`src/rtl/bwm_pkg.sv`:
```
// Package: shared types for the bus width matcher.
// Assumes nothing beyond being compiled before the modules that import it.
package bwm_pkg;
    typedef enum logic {
        SZ_BYTE = 1'b0,
        SZ_WORD = 1'b1
    } bus_size_e;
endpackage

```
`src/rtl/bwm_cfg_latch.sv`:
```
// Module: holds the bus size and endian choice that reset sampled.
// Assumes: the inputs are sampled on every edge with rst_n low; the value at
// the last such edge stays in effect until the next reset.
module bwm_cfg_latch
    import bwm_pkg::*;
(
    input  logic      clk,
    input  logic      rst_n,
    input  bus_size_e size_in,
    input  logic      endian_in,
    output bus_size_e size_q,
    output logic      big_q
);
    // Capture the configuration only while reset is held.
    always_ff @(posedge clk) begin
        if (!rst_n) begin
            size_q <= size_in;
            big_q  <= endian_in;
        end
    end
endmodule

```
`src/rtl/bwm_step_ctr.sv`:
```
// Module: counts the narrow pieces of one long word and maps the count to a
// piece position according to the endian setting.
// Assumes: LANES is a power of two of at least 4; word mode uses LANES/2 pieces.
module bwm_step_ctr
    import bwm_pkg::*;
#(
    parameter int LANES = 4,
    localparam int PW = $clog2(LANES)
) (
    input  logic          clk,
    input  logic          rst_n,
    input  logic          advance,
    input  bus_size_e     size_q,
    input  logic          big_q,
    output logic [PW-1:0] pos,
    output logic          last
);
    logic [PW-1:0] cnt;
    logic [PW-1:0] lim;

    // Index of the final piece for the selected bus size.
    always_comb begin
        lim  = (size_q == SZ_WORD) ? PW'(LANES / 2 - 1) : PW'(LANES - 1);
        last = (cnt == lim);
        pos  = big_q ? (lim - cnt) : cnt;
    end

    // Advance the piece count and wrap it after the final piece.
    always_ff @(posedge clk) begin
        if (!rst_n)       cnt <= '0;
        else if (advance) cnt <= last ? '0 : cnt + PW'(1);
    end
endmodule

```
`src/rtl/bwm_unpack.sv`:
```
// Module: splits one long word into narrow pieces.
// Assumes: the configuration stays fixed outside reset; a new long word is
// accepted only when no piece of the previous one is left.
module bwm_unpack
    import bwm_pkg::*;
#(
    parameter int LANE_W = 9,
    parameter int LANES  = 4,
    localparam int NARROW_W = 2 * LANE_W,
    localparam int LONG_W   = LANE_W * LANES,
    localparam int PW       = $clog2(LANES),
    localparam int WPW      = $clog2(LANES / 2)
) (
    input  logic                clk,
    input  logic                rst_n,
    input  bus_size_e           size_q,
    input  logic                big_q,
    input  logic                in_valid,
    output logic                in_ready,
    input  logic [LONG_W-1:0]   in_data,
    output logic                out_valid,
    input  logic                out_ready,
    output logic [NARROW_W-1:0] out_data
);
    logic              busy;
    logic [LONG_W-1:0] hold;
    logic [PW-1:0]     pos;
    logic              last;
    logic              take;
    logic [WPW-1:0]    wpos;

    assign take      = busy && out_ready;
    assign in_ready  = !busy;
    assign out_valid = busy;
    assign wpos      = pos[WPW-1:0];

    bwm_step_ctr #(.LANES(LANES)) u_ctr (
        .clk     (clk),
        .rst_n   (rst_n),
        .advance (take),
        .size_q  (size_q),
        .big_q   (big_q),
        .pos     (pos),
        .last    (last)
    );

    // Load a long word when idle; release it after the final piece leaves.
    always_ff @(posedge clk) begin
        if (!rst_n) begin
            busy <= 1'b0;
        end else if (in_valid && !busy) begin
            busy <= 1'b1;
            hold <= in_data;
        end else if (take && last) begin
            busy <= 1'b0;
        end
    end

    // Select the current piece; byte mode zero-fills the upper half.
    always_comb begin
        if (size_q == SZ_WORD) out_data = hold[wpos*NARROW_W +: NARROW_W];
        else                   out_data = NARROW_W'(hold[pos*LANE_W +: LANE_W]);
    end

    a_r10_unpack_hold: assert property (@(posedge clk) disable iff (!rst_n)
        out_valid && !out_ready |=> out_valid && $stable(out_data));
    a_r8_load_blocks: assert property (@(posedge clk) disable iff (!rst_n)
        in_valid && in_ready |=> out_valid && !in_ready);
    a_r8_last_frees: assert property (@(posedge clk) disable iff (!rst_n)
        out_valid && out_ready && last |=> in_ready);
endmodule

```
`src/rtl/bwm_pack.sv`:
```
// Module: gathers narrow pieces into one long word.
// Assumes: the configuration stays fixed outside reset; the finished word
// blocks new pieces until it has been taken.
module bwm_pack
    import bwm_pkg::*;
#(
    parameter int LANE_W = 9,
    parameter int LANES  = 4,
    localparam int NARROW_W = 2 * LANE_W,
    localparam int LONG_W   = LANE_W * LANES,
    localparam int PW       = $clog2(LANES)
) (
    input  logic                clk,
    input  logic                rst_n,
    input  bus_size_e           size_q,
    input  logic                big_q,
    input  logic                in_valid,
    output logic                in_ready,
    input  logic [NARROW_W-1:0] in_data,
    output logic                out_valid,
    input  logic                out_ready,
    output logic [LONG_W-1:0]   out_data
);
    logic          full;
    logic [PW-1:0] pos;
    logic          last;
    logic          take;

    assign take      = in_valid && !full;
    assign in_ready  = !full;
    assign out_valid = full;

    bwm_step_ctr #(.LANES(LANES)) u_ctr (
        .clk     (clk),
        .rst_n   (rst_n),
        .advance (take),
        .size_q  (size_q),
        .big_q   (big_q),
        .pos     (pos),
        .last    (last)
    );

    // One writer per byte lane of the assembled long word.
    for (genvar i = 0; i < LANES; i++) begin : g_lane
        logic hit;
        logic [LANE_W-1:0] src;
        // Decide whether this lane is the target and pick its source bits.
        always_comb begin
            if (size_q == SZ_WORD) begin
                hit = (pos == PW'(i / 2));
                src = in_data[(i % 2)*LANE_W +: LANE_W];
            end else begin
                hit = (pos == PW'(i));
                src = in_data[LANE_W-1:0];
            end
        end
        // Store the piece into this lane when it is accepted.
        always_ff @(posedge clk) begin
            if (take && hit) out_data[i*LANE_W +: LANE_W] <= src;
        end
    end

    // Mark the word complete on the final piece; clear it when taken.
    always_ff @(posedge clk) begin
        if (!rst_n)                full <= 1'b0;
        else if (take && last)     full <= 1'b1;
        else if (full && out_ready) full <= 1'b0;
    end

    a_r10_pack_hold: assert property (@(posedge clk) disable iff (!rst_n)
        out_valid && !out_ready |=> out_valid && $stable(out_data));
    a_r9_complete: assert property (@(posedge clk) disable iff (!rst_n)
        in_valid && in_ready && last |=> out_valid && !in_ready);
    a_r9_no_early: assert property (@(posedge clk) disable iff (!rst_n)
        in_valid && in_ready && !last |=> !out_valid);
endmodule

```
`src/rtl/bus_width_matcher.sv`:
```
// Module: two-way width converter between a long-word port and a 9- or 18-bit
// port with an endian order fixed at reset.
// Assumes: single clock; cfg_word_mode and endian_sel matter only during reset.
module bus_width_matcher
    import bwm_pkg::*;
#(
    parameter int LANE_W = 9,
    parameter int LANES  = 4,
    localparam int NARROW_W = 2 * LANE_W,
    localparam int LONG_W   = LANE_W * LANES
) (
    input  logic                clk,
    input  logic                rst_n,
    input  logic                cfg_word_mode,
    input  logic                endian_sel,
    input  logic                wide_in_valid,
    output logic                wide_in_ready,
    input  logic [LONG_W-1:0]   wide_in_data,
    output logic                nar_out_valid,
    input  logic                nar_out_ready,
    output logic [NARROW_W-1:0] nar_out_data,
    input  logic                nar_in_valid,
    output logic                nar_in_ready,
    input  logic [NARROW_W-1:0] nar_in_data,
    output logic                wide_out_valid,
    input  logic                wide_out_ready,
    output logic [LONG_W-1:0]   wide_out_data
);
    bus_size_e size_q;
    logic      big_q;

    bwm_cfg_latch u_cfg (
        .clk       (clk),
        .rst_n     (rst_n),
        .size_in   (bus_size_e'(cfg_word_mode)),
        .endian_in (endian_sel),
        .size_q    (size_q),
        .big_q     (big_q)
    );

    bwm_unpack #(.LANE_W(LANE_W), .LANES(LANES)) u_unpack (
        .clk       (clk),
        .rst_n     (rst_n),
        .size_q    (size_q),
        .big_q     (big_q),
        .in_valid  (wide_in_valid),
        .in_ready  (wide_in_ready),
        .in_data   (wide_in_data),
        .out_valid (nar_out_valid),
        .out_ready (nar_out_ready),
        .out_data  (nar_out_data)
    );

    bwm_pack #(.LANE_W(LANE_W), .LANES(LANES)) u_pack (
        .clk       (clk),
        .rst_n     (rst_n),
        .size_q    (size_q),
        .big_q     (big_q),
        .in_valid  (nar_in_valid),
        .in_ready  (nar_in_ready),
        .in_data   (nar_in_data),
        .out_valid (wide_out_valid),
        .out_ready (wide_out_ready),
        .out_data  (wide_out_data)
    );

    a_r11_byte_upper_zero: assert property (@(posedge clk) disable iff (!rst_n)
        nar_out_valid && size_q == SZ_BYTE |-> nar_out_data[NARROW_W-1:LANE_W] == '0);
endmodule

```
`config.mk`:
```
export PLATFORM = sky130hd
export DESIGN_NAME = bus_width_matcher
export DESIGN_NICKNAME = d
export VERILOG_FILES = /design/src/rtl/bwm_pkg.sv /design/src/rtl/bwm_cfg_latch.sv /design/src/rtl/bwm_step_ctr.sv /design/src/rtl/bwm_unpack.sv /design/src/rtl/bwm_pack.sv /design/src/rtl/bus_width_matcher.sv
export SDC_FILE = /design/constraint.sdc
export NUM_CORES = 1
export LEC_CHECK = 0
export BUFFER_PORTS_ARGS = -buffer_cell sky130_fd_sc_hd__buf_2
export CORE_MARGIN = 2
export CORE_UTILIZATION = 46
export DETAILED_ROUTE_END_ITERATION = 8
export PLACE_DENSITY = 0.83
export REMOVE_ABC_BUFFERS = 1
export SYNTH_ARGS = -nofsm -noshare
export SYNTH_HDL_FRONTEND = slang
export SYNTH_SLANG_ARGS = --single-unit
export TNS_END_PERCENT = 5
```
`constraint.sdc`:
```
create_clock -name clk -period 1.8 [get_ports clk]
set_input_delay 0.27 -clock clk [delete_from_list [all_inputs] [get_ports clk]]
set_output_delay 0.27 -clock clk [all_outputs]
set_load 0.1 [all_outputs]
```
Word level (Yosys, flattened, before mapping)
Index checks and enable logic that the tools add are counted.

Word-level logic and storage cells: 54. Register bits: 80. Input port bits: 62. Output and inout port bits: 58.

$mul: 2. Reduce and logical (&&, ||, !) cells: 16. Eq/ne operators: 5. Multiplexer cells: 14. Shift operators: 2. Add/sub/neg operators: 4.

Operators by type and width (number): 36-bit by 7-bit indexed part select with 18-bit output (1); 36-bit by 7-bit indexed part select with 9-bit output (1); 18-bit two-way mux (1); 1-bit logical AND (10); 2-bit two-way mux (5); 9-bit two-way mux (1); 1-bit two-way mux (7); 2-bit by 4-bit multiplier with 6-bit output, second input constant (1); 1-bit by 4-bit multiplier with 5-bit output, second input constant (1); 2-bit by 1-bit adder with 2-bit output, second input constant (2); 2-bit == test (2); 2-bit == test, second input constant (2); 2-bit nonzero test (2); 2-bit subtractor (2); 2-bit by 1-bit == test with 1-bit output, second input constant (1); 1-bit zero test (2); 2-bit zero test (1); 2-bit AND reduction (1).

Logic depth before layout (Yosys ltp)
Gate-level depths: netlist of run 1.

Word-level depth: 6. Gate-level depth with buffers: 7. Mapped depth without buffers: 4.

Modules after synthesis
Synthesis of run 1 repeated with hierarchy kept, for this count alone.

Cell total of the unflattened synthesis: 196. Area, all modules: 3255.6 um2.

Modules (own cells, without submodules): bwm_unpack (area each 1639.1 um2, instances 1, seq. area each 1101.1 um2, cells each 108); bwm_pack (area each 1310.0 um2, instances 1, seq. area each 1101.1 um2, cells each 61); bwm_step_ctr (area each 121.4 um2, instances 2, seq. area each 40.0 um2, cells each 12); bwm_cfg_latch (area each 63.8 um2, instances 1, seq. area each 60.1 um2, cells each 3).

Worst setup path after synthesis of run 1
OpenSTA, ideal clock, no wires.

Path kind: flip-flop to flip-flop. From: register u_unpack.busy (netlist: u_unpack.out_valid). To: register u_unpack.hold[0] (enable). Setup time: 397 ps. Period minus slack after synthesis: 2907 ps. Path buffers: 0. Setup slack: -1107 ps. Arrival time: 2510 ps. Cell stages (with the launch flop): 3. Data required time: 1403 ps. Cell sequence: dfxtp_1 inv_1 and3_1.

Word-level cells in the longest chain between the ends: 3.

Ends and longest elaborated chain: start, declared (RTL line bwm_unpack.sv:25) `logic busy;`; start signal, assigned (RTL line bwm_unpack.sv:50) `busy <= 1'b0;`; start signal, assigned (RTL line bwm_unpack.sv:52) `busy <= 1'b1;`; start signal, assigned (RTL line bwm_unpack.sv:55) `busy <= 1'b0;`; 1-bit zero test; via wide_in_ready (RTL line bus_width_matcher.sv:17) `output logic wide_in_ready,`; 1-bit logical AND (RTL line bwm_unpack.sv:51) `end else if (in_valid && !busy) begin`; 2-bit AND reduction (no source line); end signal, assigned (RTL line bwm_unpack.sv:53) `hold <= in_data;`; end, declared (RTL line bwm_unpack.sv:26) `logic [LONG_W-1:0] hold;`.

The timed path passes the listed nets, and every way through them passes these cells. A chain may end at the register's enable or synchronous reset.

Worst setup path after layout of run 1
From: register u_cfg.big_q. To: output nar_out_data[2].

Word-level cells in the longest chain between the ends: 4. Elaborated cells between the ends (all ways): 6. Classes of those cells: mul: 2; shift: 2; mux: 2.

Ends and longest elaborated chain: start, declared (RTL line bwm_cfg_latch.sv:12) `output logic big_q`; start signal, assigned (RTL line bwm_cfg_latch.sv:18) `big_q <= endian_in;`; 2-bit two-way mux (*) (RTL line bwm_step_ctr.sv:25) `pos = big_q ? (lim - cnt) : cnt;`; 2-bit by 4-bit multiplier with 6-bit output or 1-bit by 4-bit multiplier with 5-bit output (tied branches) (RTL line bwm_unpack.sv:62, bwm_unpack.sv:61); 36-bit by 7-bit indexed part select with 9-bit output or 36-bit by 7-bit indexed part select with 18-bit output (tied branches) (RTL line bwm_unpack.sv:62, bwm_unpack.sv:61); 18-bit two-way mux (*) (RTL line bwm_unpack.sv:61) `if (size_q == SZ_WORD) out_data = hold[wpos*NARROW_W +: NARROW_W];`; end, declared (RTL line bus_width_matcher.sv:21) `output logic [NARROW_W-1:0] nar_out_data,`.

Mark *: on every way between the ends. The rest lies on a longest branch, timed or not.

==> PnR_summary.wiki, run 1 <==
{| class="wikitable"
! Metric !! Value
|-
| CTS sink count || 80
|-
| Average wire length per cell after detail routing || 16.5 um
|-
| Die extent in x || 94.5 um
|-
| Instance count after placement with tap cells included || 504
|-
| Area after DPL || 4870 um2
|-
| Biggest cell delay along the critical path || 0.49 ns
|-
| Die area || 8940 um2
|-
| Buffers added on ports || 119
|-
| Post-layout instance area || 5300 um2
|-
| Adder and majority gate portion of the synthesized area || 0%
|-
| Worst max-slew margin expressed relative to the limit || 67.0%
|-
| Clock root buffer master || clkbuf_8
|-
| Dominant combinational cell family by area after synthesis || multiplexers
|-
| Critical path launch point || u_cfg.big_q$_DFFE_PN_
|-
| Setup violations, final || 18
|-
| Post-Route Utilization || 65.5%
|-
| Final worst path period share || 120%
|-
| Average instance area after synthesis || 13.9 um2
|-
| Worst Hold Class || in -> reg
|-
| Net switching share of the total power || 38.0%
|-
| Final global-route overflow total || 0
|-
| Initial core utilization || 46.6%
|-
| Maximum frequency from static timing analysis || 465 MHz
|-
| Detailed-route vias per instance || 5.30
|-
| Ys Warns || 0
|-
| Hold-fix buffers at CTS || 0
|-
| Post-synthesis compound-gate area fraction || 11.2%
|-
| Worst min-delay path startpoint || wide_in_data[33]
|-
| Internal || 3.27 mW
|-
| Number of nets in the final layout || 478
|-
| Post-Synth XOR/XNOR Area || 2.22%
|-
| Final worst clock skew || 0.00824 ns
|-
| Outcome || finished, violations left
|-
| Reg-to-Reg Start || u_cfg.size_q$_DFFE_PN_
|-
| Data arrival time of the critical path || 1.88 ns
|-
| Violations in the final reports || negative setup slack
|-
| First-iteration detailed-routing DRC count || 126
|-
| CP Launch Type || flip-flop
|-
| Chip height || 94.5 um
|-
| Total standard cell area after synthesis || 3770 um2
|-
| Critical path fanouts, max || 6
|-
| Worst-skew pair later-pin latency || 0.34 ns
|-
| Endpoint class of the critical path || output port
|-
| Clock tree from TritonCTS || done
|-
| Required @ worst endpoint || 1.53 ns
|-
| Non-filler instance count after layout || 527
|-
| Clock period minus final worst setup slack || 2.15 ns
|-
| Worst hold margin || 0.0969 ns
|-
| Cell types with the highest counts after synthesis || edfxtp_1, nand2_1, mux2i_1
|-
| Boundary Pins || 120
|-
| Multiplexer fraction of the synthesized cell area || 12.5%
|-
| Cell-by-cell listing of the critical path || buf_12 -> xnor2_4 -> buf_4 -> nand2_1 -> nand2_1 -> a22o_1 -> buf_12
|-
| Area growth from synthesis to layout || 40.5%
|-
| Number of global-route vias before repair || 2,692
|-
| Number of standard cells after synthesis || 272
|-
| Hold violation total from the final report || 0
|-
| Core Region || 8090 um2
|-
| Post-detailed-route DRC marker count || 0
|-
| Register share of total power || 42.0%
|-
| Antenna violations before repair || 1
|-
| Number of synthesized register bits || 80
|-
| Wire length of the first global-routing pass || 13,200 um
|-
| GRT Util Overall || 19.5%
|-
| Worst Setup Slack post-DPL || -0.0739 ns
|-
| Power density over cell area || 996 nW/um2
|-
| Part of the total power dissipated in the clock network || 23.1%
|-
| P_sw || 2.00 mW
|-
| Clock-pin slew on the worst setup and hold paths || 0.09 ns
|-
| Worst-Margin Slew || 0.494 ns
|-
| Fraction of the mapped netlist area in simple logic gates || 7.93%
|-
| Leading cell types by total area after synthesis || edfxtp_1, mux2i_1, nand2_1
|-
| Most used DFF post-synth || edfxtp_1
|-
| Final Max Slew Viols || 0
|-
| Seq/Total Area, Yosys || 62.1%
|-
| Most common cell in the synthesized netlist || edfxtp_1
|-
| Logic gate share of total power || 34.9%
|-
| Via count || 2,791
|-
| Final Wtd Congestion || 0.775
|-
| Setup repair after global routing missed its margin || true
|-
| Static power due to leakage || 2.08 nW
|-
| Total detailed-routing wirelength || 8710 um
|-
| # Max-Cap Violations || 0
|-
| Proportion of layout cells with a drive suffix above 1 || 50.1%
|-
| Cell type with the highest aggregate area in the netlist || edfxtp_1
|-
| Fraction of registers with async set or reset after synthesis || 0%
|-
| Number of distinct library cell variants in the gate-level netlist after synthesis || 37
|-
| Largest net degree at the start of global routing || 37
|-
| Setup Crit Path Kind || reg -> out
|-
| Total power consumption of the routed design || 5.28 mW
|-
| Highest ir drop seen on vdd || 0.000653 V
|-
| Sum of negative setup slack || -5.35 ns
|-
| Synth top area share || 58.9%
|-
| Rows || 33
|-
| Number of enable-type register cells in the synthesized netlist || 74
|-
| CTS max path bufs || 2
|-
| Final HPWL DP || 6280 um
|-
| Critical Path Slowest Stage Cell || edfxtp_1
|-
| H-tree level count || 3
|-
| Detail Route Antenna Nets || 0
|-
| Final worst-path setup slack || -0.351 ns
|-
| Iteration count of the initial detailed-routing pass || 4
|-
| Number of buffers created by CTS || 9
|}
flip-flops by register name, summed over array words and instances (netlist names):
signal              cells
u_pack.out_valid        1
u_cfg.size_q            1
u_unpack.u_ctr.cnt      2
u_cfg.big_q             1
u_pack.u_ctr.cnt        2
u_unpack.hold          36
u_unpack.out_valid      1
u_pack.out_data        36
power by group through the flow:
stage	registers [mW]	clock network, mW	logic, mW
floorplan	2.70	0	0.746
global placement	2.25	0	1.71
detailed placement	2.25	0	1.74
CTS	2.22	1.25	1.81
global route	2.23	1.32	1.91
finish	2.22	1.22	1.84
per-layer routing:
layer	track usage, %	vias to the layer above	share of wire, %
met5	0	-	0
met3	3.51	11	4.4
met1	24.8	1367	41
met2	34.0	79	53
met4	5.92	0	1.7
li1	-	1334	-
critical path, delay by kind of cell (launching register included):
| family | cells | cell delay, ns |
|---|---|---|
| compound gates | 1 | 0.19 |
| buf+inv | 3 | 0.56 |
| xor+xnor | 1 | 0.17 |
| flops | 1 | 0.49 |
| simple gates | 2 | 0.13 |
cell usage in the layout (no fill, tap or decap), types with 10 or more instances in the layout:
cell      instances
a32oi_1          10
buf_6            12
buf_4            14
buf_2           101
mux2i_1          37
edfxtp_1         74
nand2_1          44
buf_12           22
final timing paths:
kind / endpoint / slack, ns / cells past startpoint
worst min register to register: u_pack.out_valid$_SDFFE_PN0P_ / 0.60 / 2
worst max register to register: u_pack.out_data[21]$_DFFE_PP_ / 0.01 / 7
worst max-delay path: nar_out_data[2] / -0.35 / 7
worst min-delay path: u_unpack.hold[33]$_DFFE_PP_ / 0.1 / 1
logic make-up after synthesis:
group / count (synthesis)
mux: 46
compound gates: 46
flops: 80
xor+xnor: 7
buf+inv: 23
simple gates: 70
timing repair:
action | 4_1_cts | 5_1_grt
resized for setup | 26 | 14
endpoints found under the setup margin | 18 | 45
buffers inserted | 6 | 0
pin swaps | 16 | 7
layout make-up:
cell class | count | area (um2)
fill | 610 | 2800
sequential | 80 | 2340
multi-input combinational | 169 | 1420
timing repair buffer | 150 | 1200
tap | 105 | 131
clock buffer | 9 | 124
clock inverter | 7 | 55.1
inverter | 6 | 22.5
antenna | 1 | 2.50
No activity file was read; power rests on OpenSTA's default activity.
==> inputs of run 2 (changes only) <==
--- a/config.mk
+++ b/config.mk
@@ -7,11 +7,13 @@
 export LEC_CHECK = 0
 export BUFFER_PORTS_ARGS = -buffer_cell sky130_fd_sc_hd__buf_2
 export CORE_MARGIN = 2
-export CORE_UTILIZATION = 46
+export CORE_UTILIZATION = 44
 export DETAILED_ROUTE_END_ITERATION = 8
-export PLACE_DENSITY = 0.83
+export PLACE_DENSITY = 0.82
+export RECOVER_POWER = 50
 export REMOVE_ABC_BUFFERS = 1
 export SYNTH_ARGS = -nofsm -noshare
 export SYNTH_HDL_FRONTEND = slang
+export SYNTH_HIERARCHICAL = 1
 export SYNTH_SLANG_ARGS = --single-unit
 export TNS_END_PERCENT = 5
==> PnR_summary.wiki, run 2 <==
{| class="wikitable"
! Metric !! Value
|-
| Outcome || finished, violations left (unchanged)
|-
| Violations in the final reports || negative setup slack (unchanged)
|-
| Leading cell types by total area after synthesis || edfxtp_1, mux2i_1, o221ai_1 (was edfxtp_1, mux2i_1, nand2_1)
|-
| Part of the total power dissipated in the clock network || 21.1% (was 23.1%)
|-
| Final worst path period share || 132% (was 120%)
|-
| Final HPWL DP || 5530 um (was 6280 um)
|-
| Endpoint class of the critical path || output port (unchanged)
|-
| Worst-skew pair later-pin latency || 0.35 ns (was 0.34 ns)
|-
| Sequential cell area in the final layout || 2340 um2 (about the same)
|-
| Maximum frequency from static timing analysis || 422 MHz (was 465 MHz)
|-
| CTS max path bufs || 2 (unchanged)
|-
| Total standard cell area after synthesis || 3260 um2 (was 3770 um2)
|-
| Clock root buffer master || clkbuf_8 (unchanged)
|-
| Instance count after placement with tap cells included || 432 (was 504)
|-
| Biggest cell delay along the critical path || 0.46 ns (was 0.49 ns)
|-
| Post-Route Utilization || 66.6% (was 65.5%)
|-
| Number of enable-type register cells in the synthesized netlist || 74 (unchanged)
|-
| Number of synthesized register bits || 80 (unchanged)
|-
| Wire length of the first global-routing pass || 11,800 um (was 13,200 um)
|-
| Total power consumption of the routed design || 5.29 mW (was 5.28 mW)
|-
| Post-detailed-route DRC marker count || 0 (unchanged)
|-
| Most common library cell in the layout ignoring fill and taps || buf_2 (unchanged)
|-
| Number of global-route vias before repair || 2,357 (was 2,692)
|-
| Via count || 2,298 (was 2,791)
|-
| Synth top area share || 68.3% (was 58.9%)
|-
| Final global-route overflow total || 0 (unchanged)
|-
| Fraction of the mapped netlist area in simple logic gates || 5.80% (was 7.93%)
|-
| Multiplexer fraction of the synthesized cell area || 9.34% (was 12.5%)
|-
| Static power due to leakage || 1.93 nW (was 2.08 nW)
|-
| Non-filler instance count after layout || 452 (was 527)
|-
| Chip height || 90.0 um (was 94.5 um)
|-
| Average instance area after synthesis || 16.6 um2 (was 13.9 um2)
|-
| H-tree level count || 3 (unchanged)
|-
| Critical Path Slowest Stage Cell || mux4_2 (was edfxtp_1)
|-
| Adder and majority gate portion of the synthesized area || 0% (unchanged)
|-
| Number of filler instances in the final layout || 513 (was 610)
|-
| Most common cell in the synthesized netlist || edfxtp_1 (unchanged)
|-
| Dominant combinational cell family by area after synthesis || multiplexers (unchanged)
|-
| Number of standard cells after synthesis || 196 (was 272)
|-
| Post-synthesis compound-gate area fraction || 8.11% (was 11.2%)
|-
| First-iteration detailed-routing DRC count || 92 (was 126)
|-
| Data arrival time of the critical path || 2.10 ns (was 1.88 ns)
|-
| Largest net degree at the start of global routing || 37 (unchanged)
|-
| Area growth from synthesis to layout || 47.6% (was 40.5%)
|-
| Seq/Total Area, Yosys || 71.9% (was 62.1%)
|-
| Antenna violations before repair || 0 (was 1)
|-
| Most used DFF post-synth || edfxtp_1 (unchanged)
|-
| Worst hold margin || 0.0934 ns (was 0.0969 ns)
|-
| Cell types with the highest counts after synthesis || edfxtp_1, mux2i_1, o221ai_1 (was edfxtp_1, nand2_1, mux2i_1)
|-
| Clock tree from TritonCTS || done (unchanged)
|-
| Number of nets in the final layout || 410 (was 478)
|-
| Average wire length per cell after detail routing || 17.3 um (was 16.5 um)
|-
| Setup Crit Path Kind || reg -> out (unchanged)
|-
| Hold violation total from the final report || 0 (unchanged)
|-
| Highest ir drop seen on vdd || 0.000475 V (was 0.000653 V)
|-
| Final worst clock skew || 0.00874 ns (was 0.00824 ns)
|-
| Die area || 8100 um2 (was 8940 um2)
|-
| Die extent in x || 90.0 um (was 94.5 um)
|-
| GRT Util Overall || 18.9% (was 19.5%)
|-
| Total area of multi-input combinational cells || 962 um2 (was 1420 um2)
|-
| Post-Synth XOR/XNOR Area || 2.69% (was 2.22%)
|-
| Rows || 31 (was 33)
|-
| Fraction of registers with async set or reset after synthesis || 0% (unchanged)
|-
| Clock-pin slew on the worst setup and hold paths || 0.08 ns (was 0.09 ns)
|-
| Diode insertion count for antenna repair || 0 (was 1)
|-
| Commonest cells after routing, fill and taps aside || buf_2, edfxtp_1, buf_12 (was buf_2, edfxtp_1, nand2_1)
|-
| Cell-by-cell listing of the critical path || nand2b_4 -> xnor2_2 -> or2b_1 -> mux4_2 -> a21boi_4 -> buf_12 (was buf_12 -> xnor2_4 -> buf_4 -> nand2_1 -> nand2_1 -> a22o_1 -> buf_12)
|-
| Register share of total power || 41.8% (was 42.0%)
|-
| Cell type with the highest aggregate area in the netlist || edfxtp_1 (unchanged)
|-
| Final worst-path setup slack || -0.568 ns (was -0.351 ns)
|-
| Core Region || 7210 um2 (was 8090 um2)
|-
| Worst max-slew margin expressed relative to the limit || 41.0% (was 67.0%)
|-
| Detail Route Antenna Nets || 0 (unchanged)
|-
| # Max-Cap Violations || 0 (unchanged)
|-
| Setup repair after global routing missed its margin || true (unchanged)
|-
| Proportion of layout cells with a drive suffix above 1 || 51.3% (was 50.1%)
|-
| Setup violations, final || 54 (was 18)
|-
| Clock period minus final worst setup slack || 2.37 ns (was 2.15 ns)
|-
| Initial core utilization || 45.1% (was 46.6%)
|-
| Top Registers || u_pack/out_data (36), u_unpack/hold (36) (was u_pack.out_data (36), u_unpack.hold (36))
|-
| Final Max Slew Viols || 0 (unchanged)
|-
| P_sw || 2.01 mW (was 2.00 mW)
|-
| Boundary Pins || 120 (unchanged)
|-
| Worst-Margin Slew || 0.885 ns (was 0.494 ns)
|-
| Buffers added on ports || 119 (unchanged)
|-
| Required @ worst endpoint || 1.53 ns (about the same)
|-
| Number of distinct library cell variants in the gate-level netlist after synthesis || 32 (was 37)
|-
| Detailed-route vias per instance || 5.08 (was 5.30)
|-
| Ys Warns || 6 (was 0)
|-
| Worst Hold Class || in -> reg (unchanged)
|-
| Power density over cell area || 1100 nW/um2 (was 996 nW/um2)
|-
| Iteration count of the initial detailed-routing pass || 4 (unchanged)
|-
| Final Wtd Congestion || 0.757 (was 0.775)
|-
| Critical path fanouts, max || 3 (was 6)
|-
| Total detailed-routing wirelength || 7820 um (was 8710 um)
|-
| Hold-fix buffers at CTS || 0 (unchanged)
|-
| Worst Setup Slack post-DPL || -0.358 ns (was -0.0739 ns)
|-
| Internal || 3.29 mW (was 3.27 mW)
|-
| Logic gate share of total power || 37.1% (was 34.9%)
|-
| CP Launch Type || flip-flop (unchanged)
|-
| Number of buffers created by CTS || 9 (unchanged)
|-
| CTS sink count || 80 (unchanged)
|-
| Net switching share of the total power || 37.9% (was 38.0%)
|}
-- run 2: metal layers --
layer,up-vias,share of wire (%),routed length (um),GRT usage (%)
li1,1076,-,-,-
met1,1129,39,3050,21.6
met2,76,54,4220,33.6
met3,17,4.7,371,4.53
met4,0,2.4,188,8.08
met5,-,0,0,0
-- run 2: what timing repair did --
item,in CTS,in global routing
resized for setup,21,4
setup endpoints to repair,54,54
pin swaps,2,2
setup buffers,1,3
gates cloned,0,2
-- run 2: kinds of logic (layout without fill, tap and decap cells) --
group                     count (synthesis)  count (layout)
buffers and inverters                    14             171
AOI/OAI and AO/OA                        33              33
xor gates and xnor gates                 10              10
DFF                                      80              80
and+or+nand+nor                          31              31
muxes                                    28              28
-- run 2: through the flow --
step,cell area (um2),TNS [ns]
6_report,4810,-13.18
5_1_grt,4810,-19.94
4_1_cts,4750,-12.77
3_5_place_dp,4490,-6.87
3_3_place_gp,4490,-4.46
2_1_floorplan,3210,-94.15
-- run 2: path summary, 6_finish.rpt --
check	startpoint	to	slack [ns]	depth (start not counted)
max	u_cfg/size_q$_DFFE_PN_	nar_out_data[8]	-0.57	6
min	wide_in_data[7]	u_unpack/hold[7]$_DFFE_PP_	0.09	1
max reg2reg	u_cfg/size_q$_DFFE_PN_	u_pack/out_data[20]$_DFFE_PP_	-0.28	6
min reg2reg	u_pack/out_valid$_SDFFE_PN0P_	u_pack/out_valid$_SDFFE_PN0P_	0.53	2
-- run 2: final cells by class --
type                            count  area share (%)
Clock buffer                       10            2.66
Clock inverter                      6           0.755
Inverter                            6           0.495
Multi-Input combinational cell    102            20.0
Sequential cell                    80            48.7
Tap cell                           99            2.58
Timing Repair Buffer              149            24.8
-- run 2: worst max-delay path, delay by kind of cell (launching register included) --
kind / cells / cell delay (ns)
muxes: 1 / 0.46
and+or+nand+nor: 2 / 0.40
DFF: 1 / 0.39
buffers and inverters: 1 / 0.19
AOI/OAI and AO/OA: 1 / 0.16
xor gates and xnor gates: 1 / 0.15
-- run 2: power groups by stage --
stage	sequential, mW	combinational, mW	clock [mW]
after detailed placement	2.25	1.86	0
after global routing	2.22	2.03	1.22
after global placement	2.24	1.83	0
final	2.21	1.96	1.12
after CTS	2.21	1.93	1.14
after floorplan	2.71	0.781	0
